### src/rtl/i2s_quad_pkg.sv
package i2s_quad_pkg;

  // Default sample width of every channel word
  localparam int unsigned SAMPLE_W = 18;

  // Number of serial data lanes (front, rear)
  localparam int unsigned LANES = 2;

  // Channel carried by a word, as encoded on the word-select line
  typedef enum logic {
    CH_LEFT  = 1'b0,
    CH_RIGHT = 1'b1
  } chan_e;

endpackage

### src/rtl/i2s_rst_sync.sv
module i2s_rst_sync #(
  parameter int unsigned STAGES = 2
) (
  input  logic clk,
  input  logic arst_n,
  output logic rst_n_o
);

  logic [STAGES-1:0] sr_q;
  logic [STAGES-1:0] sr_n;

  always_comb begin
    sr_n = {sr_q[STAGES-2:0], 1'b1};
  end

  always_ff @(posedge clk or negedge arst_n) begin
    if (!arst_n) begin
      sr_q <= '0;
    end else begin
      sr_q <= sr_n;
    end
  end

  assign rst_n_o = sr_q[STAGES-1];

endmodule

### src/rtl/i2s_ws_track.sv
module i2s_ws_track
  import i2s_quad_pkg::*;
(
  input  logic  clk,
  input  logic  rst_n,
  input  logic  word_sel,
  output logic  word_start,  // this edge samples the MSB of a new word
  output chan_e done_chan,   // channel of the word that just ended
  output logic  prev_whole   // the word that just ended began at a transition
);

  logic ws_q, ws_qq, synced_q;
  logic ws_n, ws_nn, synced_n;

  assign word_start = ws_q ^ ws_qq;
  assign done_chan  = chan_e'(ws_qq);
  assign prev_whole = synced_q;

  always_comb begin
    ws_n     = word_sel;
    ws_nn    = ws_q;
    synced_n = synced_q | word_start;
  end

  always_ff @(posedge clk or negedge rst_n) begin
    if (!rst_n) begin
      ws_q     <= 1'b0;
      ws_qq    <= 1'b0;
      synced_q <= 1'b0;
    end else begin
      ws_q     <= ws_n;
      ws_qq    <= ws_nn;
      synced_q <= synced_n;
    end
  end

endmodule

### src/rtl/i2s_lane_deser.sv
module i2s_lane_deser #(
  parameter int unsigned WORD_W = 18
) (
  input  logic              clk,
  input  logic              rst_n,
  input  logic              bit_i,
  input  logic              word_start,
  output logic [WORD_W-1:0] word_o
);

  localparam int unsigned CNT_W = $clog2(WORD_W + 1);
  localparam logic [CNT_W-1:0] CNT_FULL = CNT_W'(WORD_W);

  logic [WORD_W-1:0] shreg_q, shreg_n;
  logic [CNT_W-1:0]  cnt_q, cnt_n;
  logic              cnt_en;

  // Count saturates at WORD_W, so bits beyond the word width are dropped
  assign cnt_en = word_start | (cnt_q < CNT_FULL);

  always_comb begin
    shreg_n = shreg_q;
    cnt_n   = cnt_q;
    if (word_start) begin
      shreg_n           = '0;
      shreg_n[WORD_W-1] = bit_i;
      cnt_n             = CNT_W'(1);
    end else if (cnt_q < CNT_FULL) begin
      for (int i = 0; i < int'(WORD_W); i++) begin
        if (i == int'(WORD_W) - 1 - int'(cnt_q)) begin
          shreg_n[i] = bit_i;
        end
      end
      cnt_n = cnt_q + CNT_W'(1);
    end
  end

  always_ff @(posedge clk or negedge rst_n) begin
    if (!rst_n) begin
      shreg_q <= '0;
      cnt_q   <= CNT_FULL;
    end else if (cnt_en) begin
      shreg_q <= shreg_n;
      cnt_q   <= cnt_n;
    end
  end

  assign word_o = shreg_q;

endmodule

### src/rtl/i2s_frame_align.sv
module i2s_frame_align
  import i2s_quad_pkg::*;
#(
  parameter int unsigned WORD_W = 18
) (
  input  logic              clk,
  input  logic              rst_n,
  input  logic              word_start,
  input  chan_e             done_chan,
  input  logic              prev_whole,
  input  logic [WORD_W-1:0] front_word,
  input  logic [WORD_W-1:0] rear_word,
  output logic [WORD_W-1:0] out_fl,
  output logic [WORD_W-1:0] out_fr,
  output logic [WORD_W-1:0] out_rl,
  output logic [WORD_W-1:0] out_rr,
  output logic              out_vld
);

  logic [WORD_W-1:0] hold_f_q, hold_r_q;
  logic              left_ok_q, left_ok_n;
  logic              left_en, frame_en;
  logic [WORD_W-1:0] fl_q, fr_q, rl_q, rr_q;
  logic              vld_q, vld_n;

  always_comb begin
    left_en   = word_start & prev_whole & (done_chan == CH_LEFT);
    frame_en  = word_start & prev_whole & (done_chan == CH_RIGHT) & left_ok_q;
    left_ok_n = left_ok_q | left_en;
    vld_n     = frame_en;
  end

  always_ff @(posedge clk or negedge rst_n) begin
    if (!rst_n) begin
      hold_f_q  <= '0;
      hold_r_q  <= '0;
      left_ok_q <= 1'b0;
    end else begin
      left_ok_q <= left_ok_n;
      if (left_en) begin
        hold_f_q <= front_word;
        hold_r_q <= rear_word;
      end
    end
  end

  always_ff @(posedge clk or negedge rst_n) begin
    if (!rst_n) begin
      fl_q  <= '0;
      fr_q  <= '0;
      rl_q  <= '0;
      rr_q  <= '0;
      vld_q <= 1'b0;
    end else begin
      vld_q <= vld_n;
      if (frame_en) begin
        fl_q <= hold_f_q;
        fr_q <= front_word;
        rl_q <= hold_r_q;
        rr_q <= rear_word;
      end
    end
  end

  assign out_fl  = fl_q;
  assign out_fr  = fr_q;
  assign out_rl  = rl_q;
  assign out_rr  = rr_q;
  assign out_vld = vld_q;

endmodule

### src/rtl/i2s_quad_rx.sv
module i2s_quad_rx
  import i2s_quad_pkg::*;
#(
  parameter int unsigned WORD_W = SAMPLE_W
) (
  input  logic              bclk,
  input  logic              rst_n,
  input  logic              word_sel,
  input  logic              sd_front,
  input  logic              sd_rear,
  output logic [WORD_W-1:0] front_left,
  output logic [WORD_W-1:0] front_right,
  output logic [WORD_W-1:0] rear_left,
  output logic [WORD_W-1:0] rear_right,
  output logic              frame_vld
);

  logic              core_rst_n;
  logic              word_start;
  chan_e             done_chan;
  logic              prev_whole;
  logic [LANES-1:0]  lane_bit;
  logic [WORD_W-1:0] lane_word [LANES];

  assign lane_bit = {sd_rear, sd_front};

  i2s_rst_sync #(.STAGES(2)) u_rst (
    .clk     (bclk),
    .arst_n  (rst_n),
    .rst_n_o (core_rst_n)
  );

  i2s_ws_track u_ws (
    .clk        (bclk),
    .rst_n      (core_rst_n),
    .word_sel   (word_sel),
    .word_start (word_start),
    .done_chan  (done_chan),
    .prev_whole (prev_whole)
  );

  for (genvar g = 0; g < int'(LANES); g++) begin : g_lane
    i2s_lane_deser #(.WORD_W(WORD_W)) u_deser (
      .clk        (bclk),
      .rst_n      (core_rst_n),
      .bit_i      (lane_bit[g]),
      .word_start (word_start),
      .word_o     (lane_word[g])
    );
  end

  i2s_frame_align #(.WORD_W(WORD_W)) u_align (
    .clk        (bclk),
    .rst_n      (core_rst_n),
    .word_start (word_start),
    .done_chan  (done_chan),
    .prev_whole (prev_whole),
    .front_word (lane_word[0]),
    .rear_word  (lane_word[1]),
    .out_fl     (front_left),
    .out_fr     (front_right),
    .out_rl     (rear_left),
    .out_rr     (rear_right),
    .out_vld    (frame_vld)
  );

endmodule

### config.mk
export PLATFORM = sky130hd
export DESIGN_NAME = i2s_quad_rx
export DESIGN_NICKNAME = d
export VERILOG_FILES = /design/src/rtl/i2s_quad_pkg.sv /design/src/rtl/i2s_rst_sync.sv /design/src/rtl/i2s_ws_track.sv /design/src/rtl/i2s_lane_deser.sv /design/src/rtl/i2s_frame_align.sv /design/src/rtl/i2s_quad_rx.sv
export SDC_FILE = /design/constraint.sdc
export NUM_CORES = 1
export LEC_CHECK = 0
export ABC_AREA = 1
export BUFFER_PORTS_ARGS = -buffer_cell sky130_fd_sc_hd__buf_2
export CORE_UTILIZATION = 40
export DETAILED_ROUTE_END_ITERATION = 12
export HOLD_SLACK_MARGIN = 0.15
export PLACE_DENSITY_LB_ADDON = 0.25
export SETUP_SLACK_MARGIN = 0.15
export SLEW_MARGIN = 0
export SYNTH_ARGS = -nofsm -noshare
export SYNTH_HDL_FRONTEND = slang
export SYNTH_HIERARCHICAL = 1
export SYNTH_SLANG_ARGS = --single-unit
### constraint.sdc
create_clock -name bclk -period 5.9 [get_ports bclk]
set_clock_uncertainty 0.2 [all_clocks]
set_input_delay 0.295 -clock bclk [delete_from_list [all_inputs] [get_ports bclk]]
set_output_delay 0.295 -clock bclk [all_outputs]
set_load 0.01 [all_outputs]
==> summary.txt <==
DRT Pass-1 Iters: 5
RSZ-0062 raised after global routing: no
DRC errors left: 0
wire length of the first global-routing pass: 26.5 mm
post-layout worst setup margin: 3.13 ns
Unique masters post-synth: 25
insertion delay of the later-clocked pin in the worst-skew pair: 0.43 ns
leakage dissipation: 4.84 nW
number of buffers added by the clock tree synthesis step: 17
slew at the pin with the worst max-slew slack: 1.04 ns
final non-filler cell area: 0.00843 mm²
worst-path cell with the longest stage delay: sky130_fd_sc_hd__nor2_4
cell count of the worst hold path: 0
portion of total power attributed to combinational logic: 23.6%
count of synthesis-stage warnings from yosys: 6
synthesis-stage register bit count: 161
placeable core region: 0.0175 mm²
via count of the first global-routing pass: 5267
required time reported for the critical path endpoint: 6.06 ns
number of clock sinks: 161
minimum setup slack after placement: 3.17 ns
layout cell share with drive strength beyond 1: 17.3%
CTS H-tree depth: 4
start-to-end type of the worst setup path: register to register
Detail Route Antenna Nets: 0
# placed instances: 1135
global-route usage over all layers: 18.3%
detailed-route via count: 5705
cell-by-cell trace of the critical path: inv_1, nand2_1, nand2_1, nand2_2, buf_4, nor2_4, nand2_1, nand2_1
sum of internal, switching and leakage power: 3.38 mW
maximum clock path buffer count: 2
category of the worst setup path capture point: register
Max Slew Vio Count: 0
Core Util, Final: 48.1%
arrival time at the worst endpoint: 2.93 ns
worst path buffer plus inverter count: 2
startpoint type of the worst setup path: register
sequential fraction of design power: 44.1%
count of buffers from port buffering: 77
Pwr Density: 401 mW/mm²
minimum hold slack: 0.151 ns
net count after synthesis: 882
Hold/Removal Path Class: register to register
shortest clock period the worst path allows after layout: 2.77 ns
clock tree from TritonCTS: yes
Clock Tree Root: sky130_fd_sc_hd__clkbuf_16
number of maximum-capacitance violations: 0
number of placement rows: 48
final number of setup-violating endpoints: 0
ANT cells: 0
area of the mapped netlist: 0.00729 mm²
most common cell after layout, fill and taps aside: sky130_fd_sc_hd__nand2_1
length in cells of the worst reg-to-reg path: 8
cell internal power dissipation: 2.22 mW
Nets: 951
Initial DRC Count: 439
total overflow reported by the global router: 0
relative contribution of the clock network to total power: 32.3%
synthesized instance count: 865
dpl hpwl: 10.4 mm
Starting Density: 41.6%
Peak supply drop: 231 µV
DR vias/cell: 4.87
buffer count from post-CTS setup fixing: 0
initial antenna violation count: 0
clock transition time at the flip-flop clock pins of the worst setup and hold paths: 0.06 ns
area share of the largest cell type after synthesis: 53.9%
Sum Neg Setup Slack: 0 ns
timing-limited maximum frequency: 361 MHz
largest net degree at the start of global routing: 81
cell occurring most often along the worst timing path: sky130_fd_sc_hd__nand2_1
cells taking the most area after synthesis: sky130_fd_sc_hd__dfrtp_1 (54%), sky130_fd_sc_hd__nand2_1 (20%), sky130_fd_sc_hd__o21ai_0 (5.6%)
max incr delay on CP: 0.77 ns
Final Non-Filler Cells: 1172
sequential cell area fraction in the yosys report: 55.4%
period utilisation layout: 46.9%
run status: finished, final reports clean
max-slew headroom at the worst pin: 30.5%
hold bufs inserted after CTS: 5
total wire length: 16.2 mm
power dissipated by switching net loads: 1.16 mW
most frequent cells in the layout: sky130_fd_sc_hd__nand2_1 (379), sky130_fd_sc_hd__dfrtp_1 (156), sky130_fd_sc_hd__o21ai_0 (82), sky130_fd_sc_hd__buf_2 (77), sky130_fd_sc_hd__inv_1 (57)
average detailed-routed wire length per instance: 13.8 µm
growth of design area from synthesis to finish: 15.7%
net switching share of the total power: 34.4%
Chip Height: 137 µm
total count of hold-check failures in the final report: 0
gp weighted congestion: 0.783
average instance area after synthesis: 8.42 µm²
cell accounting for the most synthesized area: sky130_fd_sc_hd__dfrtp_1
number of stages on the worst setup path: 8
Max FO, Critical Path: 73
die width: 137 µm
ports placed on the boundary: 78
post-cts resize count: 0
dominant delay contributor by cell family on the critical path: simple AND/OR/NAND/NOR gates
total cell area at the placement stage: 0.00780 mm²
area enclosed by the die boundary: 0.0188 mm²
==> registers in the layout (all words and copies together) (netlist names) <==
register and flops:
u_align/out_rr 18, g_lane.u_deser/word_o 36, u_ws/done_chan 1, u_align/hold_r_q 18, u_align/out_vld 1, u_ws/ws_nn 1, u_align/out_rl 18, u_align/left_ok_q 1
u_ws/prev_whole 1, u_align/out_fr 18, u_rst/sr_q 2, g_lane.u_deser/cnt_q 10, u_align/hold_f_q 18, u_align/out_fl 18
==> synth_stat cells (all sizes together) <==
master	instances
a21boi	2
nand3b	1
o21ai	82
dfstp	4
inv	61
ha	12
nand3	53
a21oi	6
dfrtp	157
conb	1
clkbuf	16
buf	22
nor2	24
or2	1
nand2	399
nand4	24
==> layout make-up <==
class / count / area [µm²]
flip-flops and latches: 161 / 4040
fillers: 1736 / 9110
inverters: 61 / 229
repair buffers: 88 / 480
multi-input cells: 605 / 2820
clock inverters: 14 / 154
well taps: 225 / 282
clock buffers: 18 / 429
==> per-layer routing <==
metal	global-route usage [%]	wire [µm]
met1	27.2	8250
met2	26.0	7080
met3	3.93	668
met4	6.41	199
met5	0	0
==> power by group through the flow <==
stage | clock, mW | combinational, mW | sequential [mW]
6_report | 1.09 | 0.797 | 1.49
3_3_place_gp | 0 | 0.786 | 1.51
5_1_grt | 1.16 | 0.909 | 1.52
4_1_cts | 1.12 | 0.803 | 1.49
2_1_floorplan | 0 | 0.553 | 1.52
3_5_place_dp | 0 | 0.799 | 1.51
==> path summary, 6_finish.rpt <==
path | from | end | slack [ns]
worst max-delay path | u_ws/done_chan | u_align/hold_f_q[11] | 3.13
worst min-delay path | u_rst/sr_q[0] | u_rst/sr_q[1] | 0.15
worst max register to register | u_ws/done_chan | u_align/hold_f_q[11] | 3.13
worst min register to register | u_rst/sr_q[0] | u_rst/sr_q[1] | 0.15
max in group asynchronous | u_rst/sr_q[1] | u_align/out_fl[3] | 3.96
min in group asynchronous | u_rst/sr_q[1] | u_ws/ws_nn | 0.30
==> cells by family after synthesis <==
group,after synthesis,share of synthesized area (%)
buffers and inverters,99,5.99
flip-flops,161,55.4
other,1,0.0515
adder cells (fa/ha/maj),12,2.06
AO/OA/AOI/OAI,90,6.35
AND/OR/NAND/NOR,502,30.2
No activity file was read; power rests on OpenSTA's default activity.
